### config.mk
export PLATFORM = sky130hd
export DESIGN_NAME = mmio_serial
export DESIGN_NICKNAME = d
export VERILOG_FILES = /design/src/rtl/msc_pkg.sv /design/src/rtl/msc_tx.sv /design/src/rtl/msc_rx.sv /design/src/rtl/mmio_serial.sv
export SDC_FILE = /design/constraint.sdc
export NUM_CORES = 1
export LEC_CHECK = 0
export ABC_AREA = 1
export BUFFER_PORTS_ARGS = -buffer_cell sky130_fd_sc_hd__buf_2
export CAP_MARGIN = 20
export CORE_MARGIN = 3
export CORE_UTILIZATION = 55
export CTS_CLUSTER_DIAMETER = 30
export DETAILED_ROUTE_END_ITERATION = 8
export PLACE_DENSITY_LB_ADDON = 0.25
export SLEW_MARGIN = 20
export SYNTH_ARGS = -nofsm -noshare
export SYNTH_HDL_FRONTEND = slang
export SYNTH_SLANG_ARGS = --single-unit
### constraint.sdc
create_clock -name clk -period 1.63 [get_ports clk]
set_input_delay 0.326 -clock clk [delete_from_list [all_inputs] [get_ports clk]]
set_output_delay 0.326 -clock clk [all_outputs]
set_load 0.01 [all_outputs]
### src/rtl/msc_pkg.sv
package msc_pkg;
  // Byte offsets inside the 32-byte register window
  localparam logic [4:0] OFF_CTL1 = 5'h0C;
  localparam logic [4:0] OFF_CTL2 = 5'h0D;
  localparam logic [4:0] OFF_STAT = 5'h0E;
  localparam logic [4:0] OFF_DATA = 5'h0F;

  // Control byte at OFF_CTL2
  localparam int C2_TXE_IE  = 7;
  localparam int C2_TXC_IE  = 6;
  localparam int C2_RX_IE   = 5;
  localparam int C2_IDLE_IE = 4;
  localparam int C2_TX_EN   = 3;
  localparam int C2_RX_EN   = 2;

  // Control byte at OFF_CTL1
  localparam int C1_RX9  = 7;
  localparam int C1_TX9  = 6;
  localparam int C1_NINE = 4;
  localparam int C1_KEEP = 3;

  // Status byte
  localparam int S_TXE  = 7;
  localparam int S_TXC  = 6;
  localparam int S_RXF  = 5;
  localparam int S_IDLE = 4;
  localparam int S_OVR  = 3;
  localparam int S_NOI  = 2;
  localparam int S_FRM  = 1;

  typedef struct packed {
    logic [7:0] data;
    logic       ninth;
    logic       noisy;
    logic       bad_stop;
  } rx_frame_t;
endpackage

### src/rtl/msc_tx.sv
// Transmit buffer plus shifter. BIT_CYCLES must be at least 4.
module msc_tx #(
  parameter int BIT_CYCLES = 8
) (
  input  logic       clk,
  input  logic       rst,
  input  logic       en,
  input  logic       nine,
  input  logic       t8,
  input  logic       load,
  input  logic [7:0] ldata,
  output logic       txd,
  output logic       buf_empty,
  output logic       idle
);
  localparam int CW = $clog2(BIT_CYCLES);

  logic [7:0]    hold;
  logic          full;
  logic          busy;
  logic [10:0]   sh;
  logic [3:0]    bidx;
  logic [3:0]    last;
  logic [CW-1:0] cyc;

  always_ff @(posedge clk) begin
    if (rst) begin
      hold <= '0;
      full <= 1'b0;
      busy <= 1'b0;
      sh   <= '1;
      bidx <= '0;
      last <= 4'd9;
      cyc  <= '0;
      txd  <= 1'b1;
    end else begin
      if (!busy) begin
        if (full && en) begin
          busy <= 1'b1;
          full <= 1'b0;
          sh   <= {1'b1, (nine ? t8 : 1'b1), hold, 1'b0};
          last <= nine ? 4'd10 : 4'd9;
          bidx <= '0;
          cyc  <= '0;
          txd  <= 1'b0;
        end
      end else if (cyc == CW'(BIT_CYCLES - 1)) begin
        cyc <= '0;
        if (bidx == last) begin
          busy <= 1'b0;
        end else begin
          bidx <= bidx + 4'd1;
          txd  <= sh[1];
          sh   <= {1'b1, sh[10:1]};
        end
      end else begin
        cyc <= cyc + 1'b1;
      end
      // a new byte overrides the take above; the shifter already has the old one
      if (load) begin
        hold <= ldata;
        full <= 1'b1;
      end
    end
  end

  assign buf_empty = !full;
  assign idle      = !busy && !full;

  assert_line_high_when_idle_R3: assert property (@(posedge clk) disable iff (rst)
    !busy |-> txd);
  assert_start_needs_enable_R4: assert property (@(posedge clk) disable iff (rst)
    $rose(busy) |-> $past(en));
endmodule

### src/rtl/msc_rx.sv
// Synchroniser, majority-of-three bit sampler and idle-line timer.
module msc_rx
  import msc_pkg::*;
#(
  parameter int BIT_CYCLES = 8
) (
  input  logic      clk,
  input  logic      rst,
  input  logic      en,
  input  logic      nine,
  input  logic      rxd,
  output logic      done,
  output rx_frame_t frm,
  output logic      idle_hit
);
  localparam int CW   = $clog2(BIT_CYCLES);
  localparam int HALF = BIT_CYCLES / 2;
  localparam int HW   = $clog2(11 * BIT_CYCLES + 1);

  logic          s1, rs, rq;
  logic          busy;
  logic [CW-1:0] oc;
  logic [3:0]    bidx, last;
  logic [1:0]    smp;
  logic [8:0]    dsh;
  logic          nacc, nine_l, arm;
  logic [HW-1:0] hcnt, need;
  logic          fall, vote, split;

  assign fall  = rq && !rs;
  assign vote  = (smp[1] & smp[0]) | (smp[1] & rs) | (smp[0] & rs);
  assign split = !((smp[1] == smp[0]) && (smp[0] == rs));
  assign need  = nine_l ? HW'(11 * BIT_CYCLES) : HW'(10 * BIT_CYCLES);

  always_ff @(posedge clk) begin
    if (rst) begin
      s1 <= 1'b1; rs <= 1'b1; rq <= 1'b1;
      busy <= 1'b0; oc <= '0; bidx <= '0; last <= 4'd9;
      smp <= '0; dsh <= '0; nacc <= 1'b0; nine_l <= 1'b0;
      arm <= 1'b0; hcnt <= '0;
      done <= 1'b0; idle_hit <= 1'b0; frm <= '0;
    end else begin
      s1 <= rxd;
      rs <= s1;
      rq <= rs;
      done     <= 1'b0;
      idle_hit <= 1'b0;
      // idle-line timer, armed by each completed frame
      if (busy || !en || !rs) begin
        hcnt <= '0;
      end else if (arm) begin
        if (hcnt == need - 1'b1) begin
          idle_hit <= 1'b1;
          arm      <= 1'b0;
          hcnt     <= '0;
        end else begin
          hcnt <= hcnt + 1'b1;
        end
      end
      if (!busy) begin
        if (en && fall) begin
          busy   <= 1'b1;
          oc     <= CW'(1);
          bidx   <= '0;
          nacc   <= 1'b0;
          nine_l <= nine;
          last   <= nine ? 4'd10 : 4'd9;
        end
      end else if (!en) begin
        busy <= 1'b0;
      end else begin
        oc <= (oc == CW'(BIT_CYCLES - 1)) ? '0 : oc + 1'b1;
        if (oc == CW'(BIT_CYCLES - 1)) bidx <= bidx + 4'd1;
        if (oc == CW'(HALF - 1) || oc == CW'(HALF)) smp <= {smp[0], rs};
        if (oc == CW'(HALF + 1)) begin
          nacc <= nacc | split;
          if (bidx == 4'd0) begin
            if (vote) busy <= 1'b0;          // false start
          end else if (bidx == last) begin
            busy         <= 1'b0;
            done         <= 1'b1;
            arm          <= 1'b1;
            frm.data     <= nine_l ? dsh[7:0] : dsh[8:1];
            frm.ninth    <= nine_l & dsh[8];
            frm.noisy    <= nacc | split;
            frm.bad_stop <= !vote;
          end else begin
            dsh <= {vote, dsh[8:1]};
          end
        end
      end
    end
  end

  assert_frame_needs_enable_R6: assert property (@(posedge clk) disable iff (rst)
    done |-> $past(en));
  assert_idle_only_when_quiet_R10: assert property (@(posedge clk) disable iff (rst)
    idle_hit |-> ($past(rs) && !busy));
endmodule

### src/rtl/mmio_serial.sv
module mmio_serial
  import msc_pkg::*;
#(
  parameter int BIT_CYCLES = 8,
  parameter int ADDR_W     = 5
) (
  input  logic              clk,
  input  logic              rst,
  input  logic              sel,
  input  logic              wr_en,
  input  logic              rd_en,
  input  logic [ADDR_W-1:0] addr,
  input  logic [7:0]        wdata,
  output logic [7:0]        rdata,
  output logic              txd,
  input  logic              rxd,
  output logic              irq
);
  logic [4:0] off;
  logic       wr_c1, wr_c2, wr_dat, rd_any, rd_st, rd_dat, clr;
  logic [7:0] ctl2, rbuf, stat_b, ctl1_b, rd_mux;
  logic       t8_r, nine_r, keep_r, r8_r;
  logic       rxf, idle_f, ovr, noi, frm_e, seen;
  logic       tx_empty, tx_idle;
  logic       rx_done, idle_hit;
  rx_frame_t  rfrm;

  assign off    = addr[4:0];
  assign wr_c1  = sel && wr_en && (off == OFF_CTL1);
  assign wr_c2  = sel && wr_en && (off == OFF_CTL2);
  assign wr_dat = sel && wr_en && (off == OFF_DATA);
  assign rd_any = sel && rd_en;
  assign rd_st  = rd_any && (off == OFF_STAT);
  assign rd_dat = rd_any && (off == OFF_DATA);
  assign clr    = rd_dat && seen;

  msc_tx #(.BIT_CYCLES(BIT_CYCLES)) u_tx (
    .clk(clk), .rst(rst), .en(ctl2[C2_TX_EN]), .nine(nine_r), .t8(t8_r),
    .load(wr_dat), .ldata(wdata), .txd(txd), .buf_empty(tx_empty), .idle(tx_idle)
  );

  msc_rx #(.BIT_CYCLES(BIT_CYCLES)) u_rx (
    .clk(clk), .rst(rst), .en(ctl2[C2_RX_EN]), .nine(nine_r), .rxd(rxd),
    .done(rx_done), .frm(rfrm), .idle_hit(idle_hit)
  );

  always_comb begin
    stat_b          = '0;
    stat_b[S_TXE]   = tx_empty;
    stat_b[S_TXC]   = tx_idle;
    stat_b[S_RXF]   = rxf;
    stat_b[S_IDLE]  = idle_f;
    stat_b[S_OVR]   = ovr;
    stat_b[S_NOI]   = noi;
    stat_b[S_FRM]   = frm_e;
    ctl1_b          = '0;
    ctl1_b[C1_RX9]  = r8_r;
    ctl1_b[C1_TX9]  = t8_r;
    ctl1_b[C1_NINE] = nine_r;
    ctl1_b[C1_KEEP] = keep_r;
    case (off)
      OFF_CTL1: rd_mux = ctl1_b;
      OFF_CTL2: rd_mux = ctl2;
      OFF_STAT: rd_mux = stat_b;
      OFF_DATA: rd_mux = rbuf;
      default:  rd_mux = '0;
    endcase
  end

  always_ff @(posedge clk) begin
    if (rst) begin
      ctl2 <= '0; t8_r <= 1'b0; nine_r <= 1'b0; keep_r <= 1'b0; r8_r <= 1'b0;
      rbuf <= '0; rdata <= '0; irq <= 1'b0;
      rxf <= 1'b0; idle_f <= 1'b0; ovr <= 1'b0; noi <= 1'b0; frm_e <= 1'b0;
      seen <= 1'b0;
    end else begin
      if (wr_c2) ctl2 <= wdata;
      if (wr_c1) begin
        t8_r   <= wdata[C1_TX9];
        nine_r <= wdata[C1_NINE];
        keep_r <= wdata[C1_KEEP];
      end
      if (rd_any) rdata <= rd_mux;
      if (rd_st) seen <= rxf | idle_f | ovr | noi | frm_e;
      if (clr) begin
        rxf <= 1'b0; idle_f <= 1'b0; ovr <= 1'b0; noi <= 1'b0; frm_e <= 1'b0;
        seen <= 1'b0;
      end
      if (idle_hit) idle_f <= 1'b1;
      if (rx_done) begin
        if (rxf && !clr) begin
          ovr <= 1'b1;
        end else begin
          rbuf  <= rfrm.data;
          r8_r  <= rfrm.ninth;
          rxf   <= 1'b1;
          noi   <= rfrm.noisy | (noi & !clr);
          frm_e <= rfrm.bad_stop | (frm_e & !clr);
        end
      end
      irq <= (ctl2[C2_TXE_IE] & tx_empty)
           | (ctl2[C2_TXC_IE] & tx_idle)
           | (ctl2[C2_RX_IE] & (rxf | ovr | noi | frm_e))
           | (ctl2[C2_IDLE_IE] & idle_f);
    end
  end

  assert_overrun_keeps_byte_R8: assert property (@(posedge clk) disable iff (rst)
    (rx_done && rxf && !clr) |=> (ovr && rbuf == $past(rbuf)));
  assert_rx_flag_drops_on_data_read_R7: assert property (@(posedge clk) disable iff (rst)
    $fell(rxf) |-> $past(rd_dat && seen));
  assert_irq_quiet_without_enables_R11: assert property (@(posedge clk) disable iff (rst)
    (ctl2[7:4] == 4'b0) |=> !irq);
  assert_write_takes_buffer_R5: assert property (@(posedge clk) disable iff (rst)
    wr_dat |=> (!tx_empty && !tx_idle));
endmodule

# After elaboration in Yosys (flattened, before gate mapping)

Index checks and enable logic that the tools add are counted.

Bits in registers: 117

$add $sub $neg: 6
Multiplexer cells: 70
Eq/ne operators: 20
Reductions and logical operators: 44
Bitwise operators: 33

Operators with widths:

| cell                                                                   | number |
|---|---|
| 1-bit two-way mux                                                      | 46 |
| 11-bit two-way mux                                                     | 4 |
| 4-bit two-way mux                                                      | 9 |
| 8-bit case mux with 4 select lines                                     | 1 |
| 3-bit two-way mux                                                      | 7 |
| 5-bit by 4-bit equality test with 1-bit output (second input constant) | 4 |
| 1-bit bitwise OR                                                       | 15 |
| 1-bit logical AND                                                      | 14 |
| 3-bit equality test (second input constant)                            | 4 |
| 3-bit AND reduction                                                    | 4 |
| 1-bit AND                                                              | 10 |
| 2-bit inequality test (second input constant)                          | 5 |
| 2-bit AND reduction                                                    | 5 |
| 5-bit AND reduction                                                    | 2 |
| 4-bit by 1-bit adder with 4-bit output (second input constant)         | 2 |
| 4-bit equality test                                                    | 2 |
| 8-bit two-way mux                                                      | 1 |
| 1-bit NOT                                                              | 8 |
| 2-bit nonzero test                                                     | 4 |
| 7-bit by 1-bit adder with 7-bit output (second input constant)         | 1 |
| 7-bit equality test                                                    | 1 |
| 1-bit logical NOT                                                      | 7 |
| 7-bit two-way mux                                                      | 1 |
| 7-bit by 1-bit subtractor with 7-bit output (second input constant)    | 1 |
| 10 further kinds                                                       | 15 |

# Logic depth before layout (Yosys ltp)

Gate-level depths: netlist of the first run.

Depth after elaboration: 11
Mapped depth: 9

# By module

From an unflattened synthesis of the first run, not the netlist that was laid out.

Cell total of the unflattened synthesis: 757
Area, all modules: 5345.1 µm²

Modules (own cells, without submodules):

| module      | sequential area each (µm²) | area each (µm²) | instances | cells an instance |
|---|---|---|---|---|
| msc_rx      | 920.9                      | 2422.3          | 1         | 361 |
| mmio_serial | 700.7                      | 1606.5          | 1         | 211 |
| msc_tx      | 580.6                      | 1316.3          | 1         | 185 |

# Least setup slack after synthesis of the first run

No wires, ideal clock.

Path type: register to register
From: register u_tx.cyc[0]
To: register u_tx.sh[2]
Stages on the path, launching flop included: 9
Required time: 1.496 ns
Slack: 0.295 ns
Setup time: 0.134 ns
Arrival: 1.201 ns
Buffers on the path: 1
Path through: dfxtp_1 ha_1 ha_1 nand2_1 o21bai_4 nand2_2 buf_6 nand2_1 nand3_1

Longest elaborated chain between the ends: 3

RTL lines:

| what                                   | RTL line     | source |
|---|---|---|
| start: declaration                     | msc_tx.sv:24 | `logic [CW-1:0] cyc;` |
| start signal: assignment               | msc_tx.sv:57 | `cyc <= cyc + 1'b1;` |
| 3-bit equality test                    | msc_tx.sv:47 | `end else if (cyc == CW'(BIT_CYCLES - 1)) begin` |
| 2-bit inequality test (no source line) | --           |  |
| 3-bit AND reduction (no source line)   | --           |  |
| end signal: assignment                 | msc_tx.sv:41 | `sh <= {1'b1, (nine ? t8 : 1'b1), hold, 1'b0};` |
| end signal: assignment                 | msc_tx.sv:54 | `sh <= {1'b1, sh[10:1]};` |
| end: declaration                       | msc_tx.sv:21 | `logic [10:0] sh;` |

Every way passes these cells.
A chain may end at the register's enable or synchronous reset.

# Worst setup path in the final report of the first run

From: register u_tx.cyc[0]
To: register u_tx.sh[7]

Same word-level chain as after synthesis.

==> flow_summary.ini, run 1 <==
[status]
status = complete, no violations

[timing]
clock.fmax_mhz = 673
setup_viol = 0
maxSlewViolCount = 0
report.final.hold_viol_count = 0
period_minus_slack_ps = 1490
clock_skew_ps = 11.7
rsz0062_at_grt = false
fin_setup_tns_ps = 0
setup_ws_ps = 144
worstMarginPinSlew_ps = 343
relSlewSlack = 0.770
fin_crit_sh = 0.912

[placed_design]
gp_congestion = 0.859
dp_slack_ps = 127
io_buffers = 28
hpwlAfterDp_um = 7400
dpl_cell_area_mm2 = 0.00519

[clock_tree]
cts_buffers = 9
post_cts_buffers = 0
cts_tree = built
clock_path_buffers = 2
cts_root_buf = clkbuf_8
clock-sinks = 110
clk_pin_slew_ps = 100
htree_levels = 3
cts_hold_buf = 0
insertion_delay_ps = 370
ctsResizeCount = 0

[die]
core-area_mm2 = 0.00846
io_pins = 29
die_w_um = 101
dieArea_mm2 = 0.0101
start_util = 0.583
chipHeight_um = 101
num_rows = 33

[worst_setup_path]
cp-end-kind = flip-flop
crit_arrival_ps = 1740
critical_path_required_ps = 1890
max_stage_delay_ps = 330
path_class = flip-flop to flip-flop
cp_cell_sequence = ha_1 > ha_1 > nand2_1 > o21bai_4 > nand2_2 > nand2_1 > nand3_1
worstPathMaxFanout = 11
start_kind = flip-flop
slowest_stage = dfxtp_1

[drt]
wirelength_um = 10000
ant_nets = 0
routed_via_density = 5.26
drt_iter0_drc = 195
dr_total_vias = 4283
wl_per_cell_um = 12.3
drc_errors = 0
dr.pass1.iters = 5

[yosys]
synth_area_leaders = dfxtp_1 45%, nand2_1 12%, nand3_1 8.3%, a21oi_1 6.9%, inv_1 5.3%
syn_nets = 706
synthFlopType = dfxtp_1
synthesis.area_mm2 = 0.00494
synthDistinctLibCells = 39
yosys.cell_count.top_type = nand2_1
ys_seq_area_frac = 0.446
async_reset_ff_frac = 0
synth.avg_cell_area_um2 = 7.31
synth_top_area_share = 0.446
netlist_instances = 675
synth_seq_cells = 110
yosys-top-cells-count = 156 x nand2_1, 110 x dfxtp_1, 82 x nand3_1
ys_warn_count = 0
synth_edf_count = 0
yosys.area.top_type = dfxtp_1

[min_path]
hold_path.class = input port to flip-flop

[cells_and_area]
fin_nets = 737
drive_gt1_frac = 0.125
area.sequential_mm2 = 0.00220
area_growth_syn_to_layout_pct = 8.57
multi_input_comb_area_mm2 = 0.00228
stdcell_area_mm2 = 0.00536
n_antenna_cell = 0
n_fill_cell = 760

[power]
irDropWorstVdd_mv = 0.552
p_leak_uw = 0.00228
p_per_area_mw_per_mm2 = 808

[global_route]
grt_usage = 0.206
grt_first_pass_wirelength_um = 17100
grt_remaining_overflow = 0
grt_pass1_vias = 3955
antenna_found_initial = 0
grt_max_degree = 30

[job]
drv_cap = 0
[path summary, 6_finish.rpt]
path / start / end / slack, ps / cells after the start
setup / recovery: u_tx.cyc[0]$_SDFFE_PP0P_ / u_tx.sh[7]$_SDFFE_PP1P_ / 140 / 7
setup reg to reg: u_tx.cyc[0]$_SDFFE_PP0P_ / u_tx.sh[7]$_SDFFE_PP1P_ / 140 / 7
hold / removal: rxd / u_rx.s1$_SDFF_PP1_ / 140 / 2
hold reg to reg: u_rx.s1$_SDFF_PP1_ / u_rx.rs$_SDFF_PP1_ / 420 / 1
[placed cells by master (no fill, tap or decap), types with 2 or more instances in the layout]
master / count
xor2_1: 5
o21ai_1: 3
ha_1: 12
o21ai_0: 43
dfxtp_1: 110
buf_4: 20
nand3_1: 82
nand2_1: 156
or2_2: 3
nand3_2: 4
o22ai_1: 3
buf_2: 28
nand4_1: 2
a21oi_1: 68
nand2_2: 5
clkinv_4: 4
o211ai_1: 3
o21bai_1: 2
inv_2: 3
a31oi_1: 2
clkbuf_8: 9
nor2_1: 51
nor2_2: 3
inv_1: 70
nor3_1: 4
[through the flow]
| stage | total power (uW) | util | instances | hold WS (ps) |
|---|---|---|---|---|
| floorplan | 2850 | - | 675 | 389 |
| global placement | 2910 | 0.613 | 800 | 392 |
| detailed placement | 2910 | 0.613 | 800 | 397 |
| CTS | 4370 | 0.633 | 815 | 122 |
| global route | 4510 | 0.633 | 815 | 123 |
| finish | 4330 | 0.633 | 815 | 137 |
[worst max-delay path: cells and delay by family (launching register included)]
kind	cells	cell delay (ps)
AOI/OAI and AO/OA	1	170
and+or+nand+nor	4	490
DFF	1	330
adders and majority gates	2	390
[layer usage]
metal  routed length [um]  share of wire  global-route usage  up-vias
met5                    0              0                   0        -
met4                  123          0.012              0.0705        0
met3                  429          0.043              0.0443        8
met2                 4790           0.48               0.355       79
met1                 4680           0.47               0.255     1946
li1                     -              -                   -     2250
[final cells by class]
class / instances / share of cell area
inverter: 74 / 0.0523
clock inverter: 6 / 0.00911
clock buffer: 9 / 0.0231
sequential: 110 / 0.411
tap: 105 / 0.0245
multi-input combinational: 463 / 0.426
timing repair buffer: 48 / 0.0542
[flip-flops by register name (all words and copies together) (netlist names), 2 cells and up]
signal     cells
u_tx.last      2
u_tx.bidx      4
u_tx.cyc       3
rbuf           8
u_rx.hcnt      7
ctl2           8
u_rx.oc        3
u_tx.sh        9
u_rx.bidx      4
u_rx.smp       2
u_rx.frm      11
u_tx.hold      8
u_rx.dsh       9
rdata          8
[cell families after synthesis]
kind of cell             after synthesis  synth area share
AO/OA/AOI/OAI                        128             0.138
XOR/XNOR                               6            0.0106
adder cells (fa/ha/maj)               12            0.0304
buffers and inverters                102            0.0915
flip-flops                           110             0.446
AND/OR/NAND/NOR                      317             0.283
[power breakdown]
| group | total [uW] | switching [uW] | internal [uW] |
|---|---|---|---|
| registers | 2700 | 4.26 | 2690 |
| clock network | 1470 | 912 | 562 |
| logic | 157 | 105 | 51.6 |
| total | 4330 | 1020 | 3310 |
No activity file was read; power rests on OpenSTA's default activity.
==> inputs of run 2 (changes only) <==
--- a/config.mk
+++ b/config.mk
@@ -12,6 +12,7 @@
 export CORE_UTILIZATION = 55
 export CTS_CLUSTER_DIAMETER = 30
 export DETAILED_ROUTE_END_ITERATION = 8
+export GPL_TIMING_DRIVEN = 1
 export PLACE_DENSITY_LB_ADDON = 0.25
 export SLEW_MARGIN = 20
 export SYNTH_ARGS = -nofsm -noshare
==> constraint.sdc (replaced) <==
create_clock -name clk -period 1.9 [get_ports clk]
set_input_delay 0.38 -clock clk [delete_from_list [all_inputs] [get_ports clk]]
set_output_delay 0.38 -clock clk [all_outputs]
set_load 0.01 [all_outputs]
==> flow_summary.ini, run 2 (synthesis gave the netlist of run 1 again) <==
[clock_tree]
insertion_delay_ps = 370
cts_hold_buf = 0
clock-sinks = 110
clock_path_buffers = 2
cts_root_buf = clkbuf_8
cts_tree = built
ctsResizeCount = 0
clk_pin_slew_ps = 100
htree_levels = 3
cts_buffers = 9
post_cts_buffers = 0

[drt]
dr.pass1.iters = 4
ant_nets = 0
wl_per_cell_um = 12.4
wirelength_um = 9990
drt_iter0_drc = 181
routed_via_density = 5.29
drc_errors = 0
dr_total_vias = 4274

[die]
core-area_mm2 = 0.00846
die_w_um = 101
dieArea_mm2 = 0.0101
io_pins = 29
num_rows = 33
start_util = 0.583
chipHeight_um = 101

[power]
p_switching_uw = 910
pwr-share-seq = 0.616
switching_share = 0.242
p_per_area_mw_per_mm2 = 708
p_clk_frac = 0.349
p_leak_uw = 0.00224
comb_power_share = 0.035
internal_power_uw = 2850
total_power_uw = 3760
irDropWorstVdd_mv = 0.364

[status]
status = complete, no violations

[cells_and_area]
n_antenna_cell = 0
drive_gt1_frac = 0.117
regMostFlops = u_rx.frm
layout_commonest_cell = nand2_1
final_cell_mix = 156 x nand2_1, 110 x dfxtp_1, 82 x nand3_1, 70 x inv_1, 68 x a21oi_1
fin_nets = 729
reg_top3 = u_rx.frm (11), u_rx.dsh (9), u_tx.sh (9)
area_growth_syn_to_layout_pct = 7.50
n_fill_cell = 777
largest_reg_flops = 11

[timing]
fin_setup_tns_ps = 0
period_minus_slack_ps = 1610
setup_ws_ps = 294
rsz0062_at_grt = false
clock_skew_ps = 11.7
fin_crit_sh = 0.845
relSlewSlack = 0.680
maxSlewViolCount = 0
report.final.hold_viol_count = 0
setup_viol = 0
clock.fmax_mhz = 623
worstMarginPinSlew_ps = 478

[placed_design]
io_buffers = 28
gp_congestion = 0.892
hpwlAfterDp_um = 7510
dp_slack_ps = 199

[global_route]
grt_max_degree = 30
grt_pass1_vias = 3827
grt_usage = 0.205
grt_first_pass_wirelength_um = 17200
grt_remaining_overflow = 0
antenna_found_initial = 0

[worst_setup_path]
start_kind = flip-flop
cp-end-kind = flip-flop
crit_arrival_ps = 1870
path_class = flip-flop to flip-flop
startpoint = u_tx.cyc[0]$_SDFFE_PP0P_
critical_path_required_ps = 2160
worstPathMaxFanout = 15
r2r_start = u_tx.cyc[0]$_SDFFE_PP0P_

[min_path]
holdCritStartpoint = rxd
hold_path.class = input port to flip-flop

[job]
drv_cap = 0
[run 2: final timing paths]
path / slack, ps / cells after the start / to
worst max-delay path: 290 / 7 / u_tx.bidx[2]$_SDFFE_PP0P_
worst min-delay path: 190 / 2 / u_rx.s1$_SDFF_PP1_
worst max register to register: 290 / 7 / u_tx.bidx[2]$_SDFFE_PP0P_
worst min register to register: 410 / 1 / u_rx.rs$_SDFF_PP1_
[run 2: area by class of cell]
type | count | area [um2] | share of cell area
sequential | 110 | 2200 | 0.415
tap | 105 | 131 | 0.0248
multi-input combinational | 463 | 2280 | 0.430
clock buffer | 9 | 124 | 0.0233
clock inverter | 7 | 56.3 | 0.0106
timing repair buffer | 40 | 230 | 0.0434
inverter | 74 | 280 | 0.0528
[run 2: power by group through the flow]
stage          combinational, uW  sequential (uW)  clock [uW]
2_1_floorplan               79.7             2370           0
3_3_place_gp                 128             2370           0
3_5_place_dp                 131             2370           0
4_1_cts                      132             2310        1340
5_1_grt                      148             2320        1420
6_report                     132             2310        1310
[run 2: critical path, stage by stage (launching register included)]
cell	delay [ps]
dfxtp_1	330
ha_1	200
ha_1	190
nand2_1	110
o21bai_4	230
nand2_2	250
nand2_1	120
a21oi_1	60
[run 2: routing by layer]
layer / share of wire / vias up / track usage
met1: 0.47 / 1951 / 0.274
met5: 0 / - / 0
met3: 0.042 / 13 / 0.0346
li1: - / 2230 / -
met2: 0.47 / 80 / 0.339
met4: 0.014 / 0 / 0.0642
[run 2: per-stage QoR]
step                utilization  instances  cell area, um2  hold WS [ps]
detailed placement        0.606        792            5130           393
global placement          0.606        792            5130           392
CTS                       0.627        808            5310           176
finish                    0.627        808            5310           190
global route              0.627        808            5310           185
floorplan                     -        675            4940           389
==> inputs of run 3 (changes only) <==
==> constraint.sdc (replaced) <==
create_clock -name clk -period 1.6 [get_ports clk]
set_input_delay 0.32 -clock clk [delete_from_list [all_inputs] [get_ports clk]]
set_output_delay 0.32 -clock clk [all_outputs]
set_load 0.01 [all_outputs]
==> flow_summary.ini, run 3 (synthesis gave the netlist of run 1 again) <==
[clock_tree]
clk_pin_slew_ps = 100
cts_tree = built
clock-sinks = 110
cts_buffers = 9
cts_hold_buf = 0
insertion_delay_ps = 370
clock_path_buffers = 2
cts_root_buf = clkbuf_8
htree_levels = 3

[drt]
ant_nets = 0
routed_via_density = 5.27
wl_per_cell_um = 12.4
dr_total_vias = 4303
wirelength_um = 10200
drt_iter0_drc = 193
drc_errors = 0
dr.pass1.iters = 5

[worst_setup_path]
startpoint = u_rx.oc[0]$_SDFFE_PP0P_
cp-end-kind = flip-flop
cp_cell_sequence = ha_1 > ha_1 > nand2_1 > nand2_1 > nand2_1 > o21ai_1 > a21oi_1
worstSetupEndpoint = u_rx.bidx[3]$_SDFFE_PP0P_
reg2reg_slack_ps = 190
crit_arrival_ps = 1710
start_kind = flip-flop
slowest_stage = dfxtp_2
r2r-end = u_rx.bidx[3]$_SDFFE_PP0P_
cp_num_cells = 7
path_class = flip-flop to flip-flop
crit_family = adder cells
r2r_start = u_rx.oc[0]$_SDFFE_PP0P_
max_stage_delay_ps = 350
ff2ff_path_depth = 7
crit_top_cell = nand2_1
path_buf_inv = 0
worstPathMaxFanout = 5
critical_path_required_ps = 1900

[power]
internal_power_uw = 3730
p_leak_uw = 0.00232
p_per_area_mw_per_mm2 = 876
p_clk_frac = 0.391
switching_share = 0.218
pwr-share-seq = 0.575
comb_power_share = 0.034
irDropWorstVdd_mv = 0.453
p_switching_uw = 1040

[global_route]
grt_first_pass_wirelength_um = 18000
grt_usage = 0.215
grt_max_degree = 43
grt_pass1_vias = 4137
antenna_found_initial = 0
grt_remaining_overflow = 0

[timing]
worstMarginPinSlew_ps = 401
rsz0062_at_grt = false
clock_skew_ps = 9.53
finalHoldWorstSlack_ps = 133
setup_viol = 0
report.final.hold_viol_count = 0
maxSlewViolCount = 0
fin_crit_sh = 0.884
fin_setup_tns_ps = 0
period_minus_slack_ps = 1410
clock.fmax_mhz = 707
relSlewSlack = 0.732

[placed_design]
hpwlAfterDp_um = 7490
io_buffers = 28
gp_congestion = 0.851

[cells_and_area]
fin_nets = 737
drive_gt1_frac = 0.131
layout_commonest_cell = nand2_1
final_cell_mix = 155 x nand2_1, 109 x dfxtp_1, 82 x nand3_1, 70 x inv_1, 68 x a21oi_1
area_growth_syn_to_layout_pct = 10.5
reg_top3 = u_rx.frm (11), u_rx.dsh (9), u_tx.sh (9)
n_antenna_cell = 0
regMostFlops = u_rx.frm
n_fill_cell = 742
largest_reg_flops = 11
area.sequential_mm2 = 0.00220
multi_input_comb_area_mm2 = 0.00230

[status]
status = complete, no violations

[die]
die_w_um = 101
start_util = 0.583
num_rows = 33
core-area_mm2 = 0.00846
io_pins = 29
chipHeight_um = 101
dieArea_mm2 = 0.0101

[min_path]
hold_path.class = input port to flip-flop
holdCritStartpoint = rxd

[job]
drv_cap = 0
-- run 3: cell count changes in the layout (fill, tap and decap cells not counted), moves of 2 or more --
cell       change
bufinv_16      +2
buf_4          +5
buf_6          +2
nand2_4        +2
-- run 3: layout make-up --
class,instances,area share
clock buffers,10,0.0252
clock inverters,6,0.0167
inverters,74,0.0518
multi-input cells,463,0.421
flip-flops and latches,110,0.404
well taps,105,0.0241
repair buffers,48,0.0569
-- run 3: metrics by stage --
stage | total power (uW) | worst slack (ps) | cells | instance area, um2 | util
after floorplan | 2900 | 265 | 675 | 4940 | -
after global placement | 2970 | 175 | 799 | 5190 | 0.613
after detailed placement | 2970 | 124 | 799 | 5190 | 0.613
after CTS | 4820 | 103 | 815 | 5420 | 0.640
after global routing | 4940 | 0.0988 | 816 | 5450 | 0.644
final | 4780 | 186 | 816 | 5450 | 0.644
-- run 3: worst min path at each step --
stage                                     to  slack, ps  cells after the start
final                     u_rx.s1$_SDFF_PP1_        130                      2
after floorplan           u_rx.rs$_SDFF_PP1_        390                      1
after CTS                 u_rx.s1$_SDFF_PP1_        120                      2
after global placement    u_rx.rs$_SDFF_PP1_        390                      1
after global routing      u_rx.s1$_SDFF_PP1_        130                      2
after detailed placement  u_rx.rs$_SDFF_PP1_        410                      1
-- run 3: power by group through the flow --
| stage | logic [uW] | registers [uW] | clock network, uW |
|---|---|---|---|
| finish | 162 | 2750 | 1870 |
| global route | 182 | 2750 | 2010 |
| CTS | 162 | 2750 | 1910 |
| detailed placement | 161 | 2810 | 0 |
| global placement | 158 | 2810 | 0 |
| floorplan | 94.7 | 2810 | 0 |
-- run 3: timing repair --
item / in CTS / in global routing
setup endpoints to repair: 0 / 17
buffers inserted: 0 / 1
gates resized for setup: 0 / 8
-- run 3: layer usage --
layer | GRT usage | wire, um
met1 | 0.278 | 4770
met2 | 0.354 | 4650
met3 | 0.0353 | 504
met4 | 0.0964 | 226
met5 | 0 | 0
